## src/rtl/sesr_pkg.sv

```systemverilog
package sesr_pkg;
    localparam int EVT_W = 8;
    typedef logic [EVT_W-1:0] evt_vec_t;
    // position whose flag is set by reset
    localparam evt_vec_t PWRON_MASK = 8'h80;
    // positions that never hold an event
    localparam evt_vec_t TIED_MASK  = 8'h42;
endpackage

```

## src/rtl/sesr_event_latch.sv

```systemverilog
module sesr_event_latch #(
    parameter int W = 8,
    parameter logic [W-1:0] PWRON = 8'h80,
    parameter logic [W-1:0] TIED  = 8'h42
) (
    input  logic         clk,
    input  logic         rst_n,
    input  logic [W-1:0] pulse,
    input  logic         empty_req,
    output logic [W-1:0] flags
);
    for (genvar b = 0; b < W; b++) begin : g_bit
        if (TIED[b]) begin : g_tied
            assign flags[b] = 1'b0;
        end else begin : g_live
            logic q;
            always_ff @(posedge clk or negedge rst_n) begin
                if (!rst_n)
                    q <= PWRON[b];
                else if (empty_req)
                    q <= pulse[b];   // coincident event survives
                else if (pulse[b])
                    q <= 1'b1;
            end
            assign flags[b] = q;
        end
    end
endmodule

```

## src/rtl/sesr_enable_reg.sv

```systemverilog
module sesr_enable_reg #(
    parameter int W = 8
) (
    input  logic         clk,
    input  logic         rst_n,
    input  logic         wr,
    input  logic [W-1:0] wdata,
    output logic [W-1:0] mask
);
    always_ff @(posedge clk or negedge rst_n) begin
        if (!rst_n)
            mask <= '0;
        else if (wr)
            mask <= wdata;
    end
endmodule

```

## src/rtl/sesr_summary.sv

```systemverilog
module sesr_summary #(
    parameter int W = 8
) (
    input  logic [W-1:0] flags,
    input  logic [W-1:0] mask,
    output logic         any_enabled
);
    always_comb any_enabled = |(flags & mask);
endmodule

```

## src/rtl/event_status_reg.sv

```systemverilog
module event_status_reg
    import sesr_pkg::*;
#(
    parameter int W = EVT_W,
    parameter logic [W-1:0] PWRON = PWRON_MASK,
    parameter logic [W-1:0] TIED  = TIED_MASK
) (
    input  logic         clk,
    input  logic         rst_n,
    input  logic [W-1:0] evt_pulse,
    input  logic         evt_rd,
    output logic [W-1:0] evt_rd_data,
    input  logic         clr_cmd,
    input  logic         ena_wr,
    input  logic [W-1:0] ena_wdata,
    output logic [W-1:0] ena_rdata,
    output logic         summary
);
    logic empty_req;
    assign empty_req = evt_rd | clr_cmd;

    sesr_event_latch #(.W(W), .PWRON(PWRON), .TIED(TIED)) u_latch (
        .clk(clk), .rst_n(rst_n), .pulse(evt_pulse),
        .empty_req(empty_req), .flags(evt_rd_data)
    );

    sesr_enable_reg #(.W(W)) u_mask (
        .clk(clk), .rst_n(rst_n), .wr(ena_wr),
        .wdata(ena_wdata), .mask(ena_rdata)
    );

    sesr_summary #(.W(W)) u_sum (
        .flags(evt_rd_data), .mask(ena_rdata), .any_enabled(summary)
    );
endmodule

```

## config.mk

```make
export PLATFORM = sky130hd
export DESIGN_NAME = event_status_reg
export DESIGN_NICKNAME = d
export VERILOG_FILES = /design/src/rtl/sesr_pkg.sv /design/src/rtl/sesr_event_latch.sv /design/src/rtl/sesr_enable_reg.sv /design/src/rtl/sesr_summary.sv /design/src/rtl/event_status_reg.sv
export SDC_FILE = /design/constraint.sdc
export NUM_CORES = 1
export LEC_CHECK = 0
export BUFFER_PORTS_ARGS = -buffer_cell sky130_fd_sc_hd__buf_4
export CAP_MARGIN = 20
export CORE_MARGIN = 1.5
export CORE_UTILIZATION = 41
export CTS_CLUSTER_DIAMETER = 50
export DETAILED_ROUTE_END_ITERATION = 10
export PLACE_DENSITY_LB_ADDON = 0.05
export SETUP_SLACK_MARGIN = 0.5
export SYNTH_ARGS = -nofsm -noshare
export SYNTH_HDL_FRONTEND = slang
export SYNTH_HIERARCHICAL = 1
export SYNTH_SLANG_ARGS = --single-unit
```

## constraint.sdc

```tcl
create_clock -name clk -period 0.96 [get_ports clk]
set_input_delay 0.048 -clock clk [delete_from_list [all_inputs] [get_ports clk]]
set_output_delay 0.048 -clock clk [all_outputs]
set_load 0.01 [all_outputs]
```

==> results of run 1 <==
==> placed cells by master, fill, tap and decap left out <==
cell type,n
sky130_fd_sc_hd__dfstp_2,1
sky130_fd_sc_hd__dlygate4sd3_1,1
sky130_fd_sc_hd__mux2_4,8
sky130_fd_sc_hd__a22oi_2,3
sky130_fd_sc_hd__clkbuf_1,1
sky130_fd_sc_hd__conb_1,2
sky130_fd_sc_hd__inv_2,1
sky130_fd_sc_hd__buf_4,27
sky130_fd_sc_hd__or2_1,1
sky130_fd_sc_hd__clkbuf_4,3
sky130_fd_sc_hd__nand4_1,1
sky130_fd_sc_hd__a21o_1,6
sky130_fd_sc_hd__dfrtp_1,13
sky130_fd_sc_hd__buf_6,21
sky130_fd_sc_hd__a22oi_1,1
==> metrics by stage <==
stage / total power, mW / std cells / cell area (um2)
floorplan: 0.870 / 46 / 674
global placement: 1.00 / 89 / 871
detailed placement: 1.01 / 89 / 871
CTS: 1.43 / 100 / 1010
global route: 1.55 / 106 / 1080
finish: 1.48 / 106 / 1080
==> routing by layer <==
layer  part of all wire, %  wire length, um  global-route usage (%)  up-vias
li1                      -                -                       -      236
met1                    39              601                    21.7      237
met2                    53              817                    25.5       24
met3                   6.5              100                    2.59        2
met4                  0.59                9                    5.63        0
met5                     0                0                       0        -
==> kinds of logic (layout without fill, tap and decap cells) <==
| group | count (synthesis) | after routing | share of synthesized area (%) |
|---|---|---|---|
| DFF | 14 | 14 | 55.1 |
| AOI/OAI and AO/OA | 10 | 10 | 11.8 |
| buffers and inverters | 10 | 54 | 11.8 |
| muxes | 8 | 8 | 18.8 |
| and+or+nand+nor | 2 | 2 | 1.96 |
| other | 1 | 2 | 0.588 |
==> critical path: stages, from the launching register on <==
cell and delay (ns):
sky130_fd_sc_hd__dfrtp_1 0.41, sky130_fd_sc_hd__a22oi_2 0.20, sky130_fd_sc_hd__nand4_1 0.10, sky130_fd_sc_hd__buf_4 0.15
==> area by class of cell <==
type / instances / area share, %
Timing Repair Buffer: 49 / 41.6
Sequential cell: 14 / 32.5
Multi-Input combinational cell: 22 / 21.3
Clock buffer: 4 / 2.43
Tap cell: 16 / 1.85
Inverter: 1 / 0.347
==> power breakdown <==
| part | internal [mW] | switching, mW | total, mW |
|---|---|---|---|
| Sequential | 0.642 | 0.0487 | 0.691 |
| Combinational | 0.296 | 0.142 | 0.438 |
| Clock | 0.161 | 0.191 | 0.352 |
==> what timing repair did <==
item                       in CTS  in global routing
gates cloned                    0                  0
hold endpoints to repair       27                 10
gates resized for setup        15                  7
buffers inserted                6                  6
pin swaps                       2                  4
setup endpoints to repair      29                 29
==> state kept, by name, indices dropped and copies added, names as in the netlist <==
register,count
u_latch/g_bit.g_live.q,6
u_mask/mask,8
==> final timing paths <==
kind | from | to
max in group asynchronous | rst_n | u_latch/g_bit[7].g_live.q$_DFFE_PN1P_
worst max-delay path | u_latch/g_bit[0].g_live.q$_DFFE_PN0P_ | summary
worst max register to register | u_mask/mask[3]$_DFFE_PN0P_ | u_mask/mask[3]$_DFFE_PN0P_
worst min-delay path | evt_pulse[2] | u_latch/g_bit[2].g_live.q$_DFFE_PN0P_
worst min register to register | u_latch/g_bit[7].g_live.q$_DFFE_PN1P_ | u_latch/g_bit[7].g_live.q$_DFFE_PN1P_
min in group asynchronous | rst_n | u_mask/mask[0]$_DFFE_PN0P_
==> impl_metrics.sql, run 1 <==
INSERT INTO impl_metrics (metric_group, metric, value, unit) VALUES
('yosys', 'avgSynthCellArea', '14.2', 'um2'),
('sta', 'timing.final.setup_violations', '13', ''),
('yosys', 'post-synth-top-area-fraction', '51.0', '%'),
('floorplanning', 'die_w', '42.5', 'um'),
('global_routing', 'track_usage', '15.9', '%'),
('cells_and_area', 'n_antenna_cell', '0', ''),
('floorplanning', 'die_height', '42.5', 'um'),
('power', 'total_leakage_power', '0.566', 'nW'),
('cts', 'clk_pin_slew', '0.09', 'ns'),
('run_status', 'violations', 'negative hold slack, negative setup slack', ''),
('placed_design', 'portBuffers', '33', ''),
('floorplanning', 'die_area', '0.00180', 'mm2'),
('yosys', 'ys_ff_latch', '14', ''),
('yosys', 'synth_ff_type', 'sky130_fd_sc_hd__dfrtp_1', ''),
('yosys', 'syn_inst', '45', ''),
('sta', 'max_freq', '838', 'MHz'),
('power', 'power.density', '1370', 'mW/mm2'),
('sta', 'hold_viol_final', '9', ''),
('cts', 'cts_htree_levels', '1', ''),
('worst_setup_path', 'cp-end-kind', 'output pin', ''),
('worst_hold_path', 'whs_path_depth', '2', ''),
('global_routing', 'grt_first_pass_wirelength', '2.10', 'mm'),
('global_routing', 'grt_pass1_vias', '474', ''),
('sta', 'clock_tree_skew_after_final_layout', '0', 'ns'),
('worst_hold_path', 'hold_path_class', 'primary input to flip-flop', ''),
('routing', 'finalWirelength', '1.53', 'mm'),
('placed_design', 'dpl.hpwl', '1.02', 'mm'),
('yosys', 'post_synth_instance_area', '638', 'um2'),
('cts', 'clk-insertion-delay-late', '0.28', 'ns'),
('cts', 'cts.hold.buffers_added', '1', ''),
('sta', 'setup_slack', '-0.233', 'ns'),
('yosys', 'synth.yosys.warnings', '6', ''),
('sta', 'accumulated_negative_setup_slack', '-0.733', 'ns'),
('cells_and_area', 'drive_gt1_share', '71.1', '%'),
('worst_setup_path', 'r2r_cells', '3', ''),
('cells_and_area', 'multi_input_comb_area', '230', 'um2'),
('worst_setup_path', 'regToRegSetupSlack', '-0.05', 'ns'),
('worst_setup_path', 'path_max_fanout', '2', ''),
('yosys', 'synth.yosys.seq_area_share', '55.1', '%'),
('global_routing', 'global_route.overflow_total', '0', ''),
('routing', 'routed_via_density', '4.71', ''),
('sta', 'finalWorstPathRequiredPeriod', '1.19', 'ns'),
('routing', 'number_of_antenna_violating_nets_in_the_routed_design', '0', ''),
('floorplanning', 'pin_count', '38', ''),
('routing', 'post-route-drc-count', '0', ''),
('worst_setup_path', 'kind_of_start_point_of_the_critical_path', 'flip-flop', ''),
('cells_and_area', 'final_net_count', '112', ''),
('sta', 'final.period_utilization', '124', '%'),
('run_status', 'run_status', 'complete, but fails checks', ''),
('cells_and_area', 'syn_to_final_growth', '69.4', '%'),
('sta', 'rsz0062_at_grt', 'yes', ''),
('floorplanning', 'coreArea', '0.00149', 'mm2'),
('cells_and_area', 'filler_cells_inserted', '113', ''),
('floorplanning', 'starting_utilization_of_the_core_area', '42.9', '%'),
('routing', 'drt-pass1-iter-count', '3', ''),
('yosys', 'synth.lib_cells_used.distinct', '11', ''),
('global_routing', 'antenna_found_initial', '0', ''),
('yosys', 'yosys-top-cells-area', 'sky130_fd_sc_hd__dfrtp_1, sky130_fd_sc_hd__mux2_4, sky130_fd_sc_hd__buf_4', ''),
('power', 'power.ir.vdd_worst', '0.795', 'mV'),
('cells_and_area', 'area_taken_by_flip_flops_and_latches', '352', 'um2'),
('floorplanning', 'rows', '14', ''),
('worst_setup_path', 'critPathArrivalTime', '1.15', 'ns'),
('routing', 'drt_iter0_markers', '3', ''),
('cells_and_area', 'final_core_utilization', '72.6', '%'),
('sta', 'fin_hold_ws', '-0.0645', 'ns'),
('placed_design', 'gp_congestion', '0.670', ''),
('yosys', 'synth_common_cells', 'sky130_fd_sc_hd__dfrtp_1, sky130_fd_sc_hd__buf_4, sky130_fd_sc_hd__mux2_4, sky130_fd_sc_hd__a21o_1, sky130_fd_sc_hd__a22oi_1', ''),
('flow_run', 'maxCapViolations', '0', ''),
('cts', 'cts_sinks', '14', ''),
('cts', 'root_buffer', 'sky130_fd_sc_hd__clkbuf_4', ''),
('yosys', 'asyncSetResetFlopFracSynth', '100', '%');
No activity file was read; power rests on OpenSTA's default activity.
==> run 2: changes to the inputs <==
--- a/config.mk
+++ b/config.mk
@@ -13,6 +13,7 @@
 export DETAILED_ROUTE_END_ITERATION = 10
 export PLACE_DENSITY_LB_ADDON = 0.05
 export SETUP_SLACK_MARGIN = 0.5
+export SKIP_CTS_REPAIR_TIMING = 1
 export SYNTH_ARGS = -nofsm -noshare
 export SYNTH_HDL_FRONTEND = slang
 export SYNTH_HIERARCHICAL = 1
==> impl_metrics.sql, run 2 (same netlist as run 1, synthesis figures left out) <==
INSERT INTO impl_metrics (metric_group, metric, value, unit) VALUES
('sta', 'rsz0062_at_grt', 'yes', ''),
('cts', 'cts_tree', 'done', ''),
('sta', 'timing.final.max_slew_violations', '0', ''),
('floorplanning', 'coreArea', '0.00149', 'mm2'),
('cells_and_area', 'filler_cells_inserted', '123', ''),
('routing', 'finalWirelength', '1.40', 'mm'),
('cells_and_area', 'mostFrequentLayoutCell', 'sky130_fd_sc_hd__buf_4', ''),
('sta', 'clock_tree_skew_after_final_layout', '0', 'ns'),
('sta', 'finalWorstPathRequiredPeriod', '1.20', 'ns'),
('power', 'seq_power_share', '48.3', '%'),
('cells_and_area', 'largest_reg_flops', '8', ''),
('cells_and_area', 'final_net_count', '108', ''),
('floorplanning', 'die_height', '42.5', 'um'),
('worst_setup_path', 'regToRegSetupSlack', '0.14', 'ns'),
('run_status', 'run_status', 'complete, but fails checks', ''),
('cts', 'cts_htree_levels', '1', ''),
('sta', 'fin_hold_ws', '-0.0572', 'ns'),
('worst_setup_path', 'path_max_fanout', '3', ''),
('routing', 'drt-pass1-iter-count', '3', ''),
('floorplanning', 'starting_utilization_of_the_core_area', '42.9', '%'),
('cts', 'cts-buffers-inserted', '3', ''),
('routing', 'drt_iter0_markers', '3', ''),
('worst_setup_path', 'cp-end-kind', 'output pin', ''),
('routing', 'routed_via_density', '4.80', ''),
('worst_setup_path', 'kind_of_start_point_of_the_critical_path', 'flip-flop', ''),
('placed_design', 'dpl.hpwl', '1.02', 'mm'),
('cells_and_area', 'area_taken_by_flip_flops_and_latches', '352', 'um2'),
('cells_and_area', 'multi_input_comb_area', '230', 'um2'),
('worst_setup_path', 'crit-reg2reg-capture', 'u_mask/mask[4]$_DFFE_PN0P_', ''),
('cells_and_area', 'final_core_utilization', '69.3', '%'),
('cells_and_area', 'largest_registers', 'u_mask/mask (8), u_latch/g_bit.g_live.q (6)', ''),
('power', 'total_leakage_power', '0.541', 'nW'),
('sta', 'final.period_utilization', '125', '%'),
('global_routing', 'maximum_number_of_pins_on_one_net_before_global_route_repair', '15', ''),
('power', 'power.ir.vdd_worst', '0.719', 'mV'),
('cts', 'clk_path_buf_depth', '2', ''),
('global_routing', 'grt_first_pass_wirelength', '1.97', 'mm'),
('global_routing', 'track_usage', '14.7', '%'),
('routing', 'number_of_antenna_violating_nets_in_the_routed_design', '0', ''),
('routing', 'post-route-drc-count', '0', ''),
('worst_hold_path', 'hold_path_class', 'primary input to flip-flop', ''),
('worst_setup_path', 'crit_path_top_delay_cell', 'sky130_fd_sc_hd__dfrtp_1', ''),
('worst_setup_path', 'critical_path.max_stage_delay', '0.41', 'ns'),
('cts', 'cts_sinks', '14', ''),
('cells_and_area', 'syn_to_final_growth', '61.8', '%'),
('worst_setup_path', 'r2r_cells', '1', ''),
('worst_setup_path', 'cp-endpoint', 'summary', ''),
('cts', 'clk_pin_slew', '0.08', 'ns'),
('floorplanning', 'die_area', '0.00180', 'mm2'),
('power', 'power.clock.fraction', '23.7', '%'),
('placed_design', 'gp_congestion', '0.670', ''),
('run_status', 'violations', 'negative hold slack, negative setup slack', ''),
('flow_run', 'maxCapViolations', '0', ''),
('power', 'power.net_switching', '360', 'uW'),
('cells_and_area', 'drive_gt1_share', '69.8', '%'),
('sta', 'hold_viol_final', '6', ''),
('routing', 'detailroute.via_count', '490', ''),
('placed_design', 'portBuffers', '33', ''),
('power', 'power_frac_comb', '28.0', '%'),
('global_routing', 'antenna_found_initial', '0', ''),
('power', 'power.density', '1390', 'mW/mm2'),
('cells_and_area', 'n_antenna_cell', '0', ''),
('floorplanning', 'pin_count', '38', ''),
('sta', 'setup_slack', '-0.243', 'ns'),
('cts', 'clk-insertion-delay-late', '0.27', 'ns'),
('power', 'swShare', '25.1', '%'),
('power', 'power.internal', '1.07', 'mW'),
('global_routing', 'global_route.overflow_total', '0', ''),
('worst_setup_path', 'startpoint', 'u_latch/g_bit[3].g_live.q$_DFFE_PN0P_', ''),
('worst_setup_path', 'critPathArrivalTime', '1.15', 'ns'),
('worst_setup_path', 'path_cells', 'a22oi_2 -> nand4_1 -> buf_4', ''),
('sta', 'accumulated_negative_setup_slack', '-0.479', 'ns'),
('cells_and_area', 'layout.cells.most_common_list', 'sky130_fd_sc_hd__buf_4, sky130_fd_sc_hd__buf_6, sky130_fd_sc_hd__dfrtp_1, sky130_fd_sc_hd__mux2_4, sky130_fd_sc_hd__a21o_1', ''),
('worst_setup_path', 'worst_r2r_startpoint', 'u_mask/mask[4]$_DFFE_PN0P_', ''),
('cells_and_area', 'regMostFlops', 'u_mask/mask', ''),
('global_routing', 'grt_pass1_vias', '449', ''),
('cts', 'root_buffer', 'sky130_fd_sc_hd__clkbuf_4', ''),
('sta', 'max_freq', '831', 'MHz'),
('floorplanning', 'die_w', '42.5', 'um'),
('floorplanning', 'rows', '14', ''),
('routing', 'avgRoutedWirePerCell', '13.8', 'um'),
('worst_setup_path', 'worst_ep_required_time', '0.91', 'ns'),
('sta', 'timing.final.setup_violations', '11', ''),
('worst_setup_path', 'setup.worst_path.class', 'flip-flop to output pin', '');
run 2: cell count changes in the layout (fill, tap and decap cells not counted), sizes merged:
cell  delta
buf      -4
run 2: critical path: cells and delay by family (launching register included):
family                 cells  cell delay, ns
buffers and inverters      1            0.16
flip-flops                 1            0.41
AND/OR/NAND/NOR            1            0.10
AO/OA/AOI/OAI              1            0.22
run 2: worst min-delay path by stage:
stage | cells after the start | startpoint | slack (ns) | to
global route | 2 | evt_pulse[4] | -0.07 | u_latch/g_bit[4].g_live.q$_DFFE_PN0P_
detailed placement | 1 | rst_n | -0.09 | u_mask/mask[5]$_DFFE_PN0P_
floorplan | 0 | rst_n | -0.25 | u_latch/g_bit[0].g_live.q$_DFFE_PN0P_
CTS | 1 | rst_n | -0.40 | u_mask/mask[2]$_DFFE_PN0P_
finish | 2 | evt_pulse[2] | -0.06 | u_latch/g_bit[2].g_live.q$_DFFE_PN0P_
global placement | 1 | rst_n | -0.09 | u_mask/mask[0]$_DFFE_PN0P_
run 2: layer usage:
layer | vias up | share of wire [%] | GRT usage (%)
li1 | 230 | - | -
met1 | 238 | 42 | 20.3
met2 | 22 | 52 | 23.1
met3 | 0 | 6.6 | 2.59
met4 | 0 | 0 | 5.63
met5 | - | 0 | 0
run 2: final cells by class:
class	count	area share (%)
Inverter	1	0.364
Clock buffer	4	2.55
Sequential cell	14	34.1
Tap cell	16	1.94
Multi-Input combinational cell	22	22.3
Timing Repair Buffer	45	38.8
run 2: per-stage QoR:
step / std cells / power (mW) / worst slack [ns] / hold slack [ns] / cell area [um2]
2_1_floorplan: 46 / 0.870 / 0.112 / -0.248 / 674
3_3_place_gp: 89 / 1.00 / 0.0551 / -0.0923 / 871
3_5_place_dp: 89 / 1.01 / 0.0497 / -0.0945 / 871
4_1_cts: 93 / 1.36 / -0.263 / -0.399 / 897
5_1_grt: 102 / 1.51 / -0.288 / -0.0691 / 1030
6_report: 102 / 1.44 / -0.243 / -0.0572 / 1030
run 2: power by group through the flow:
stage                     combinational [mW]  sequential [mW]  clock (mW)
after global placement                 0.307            0.695           0
final                                  0.402            0.694       0.340
after floorplan                        0.164            0.706           0
after global routing                   0.426            0.699       0.384
after CTS                              0.311            0.686       0.360
after detailed placement               0.310            0.697           0
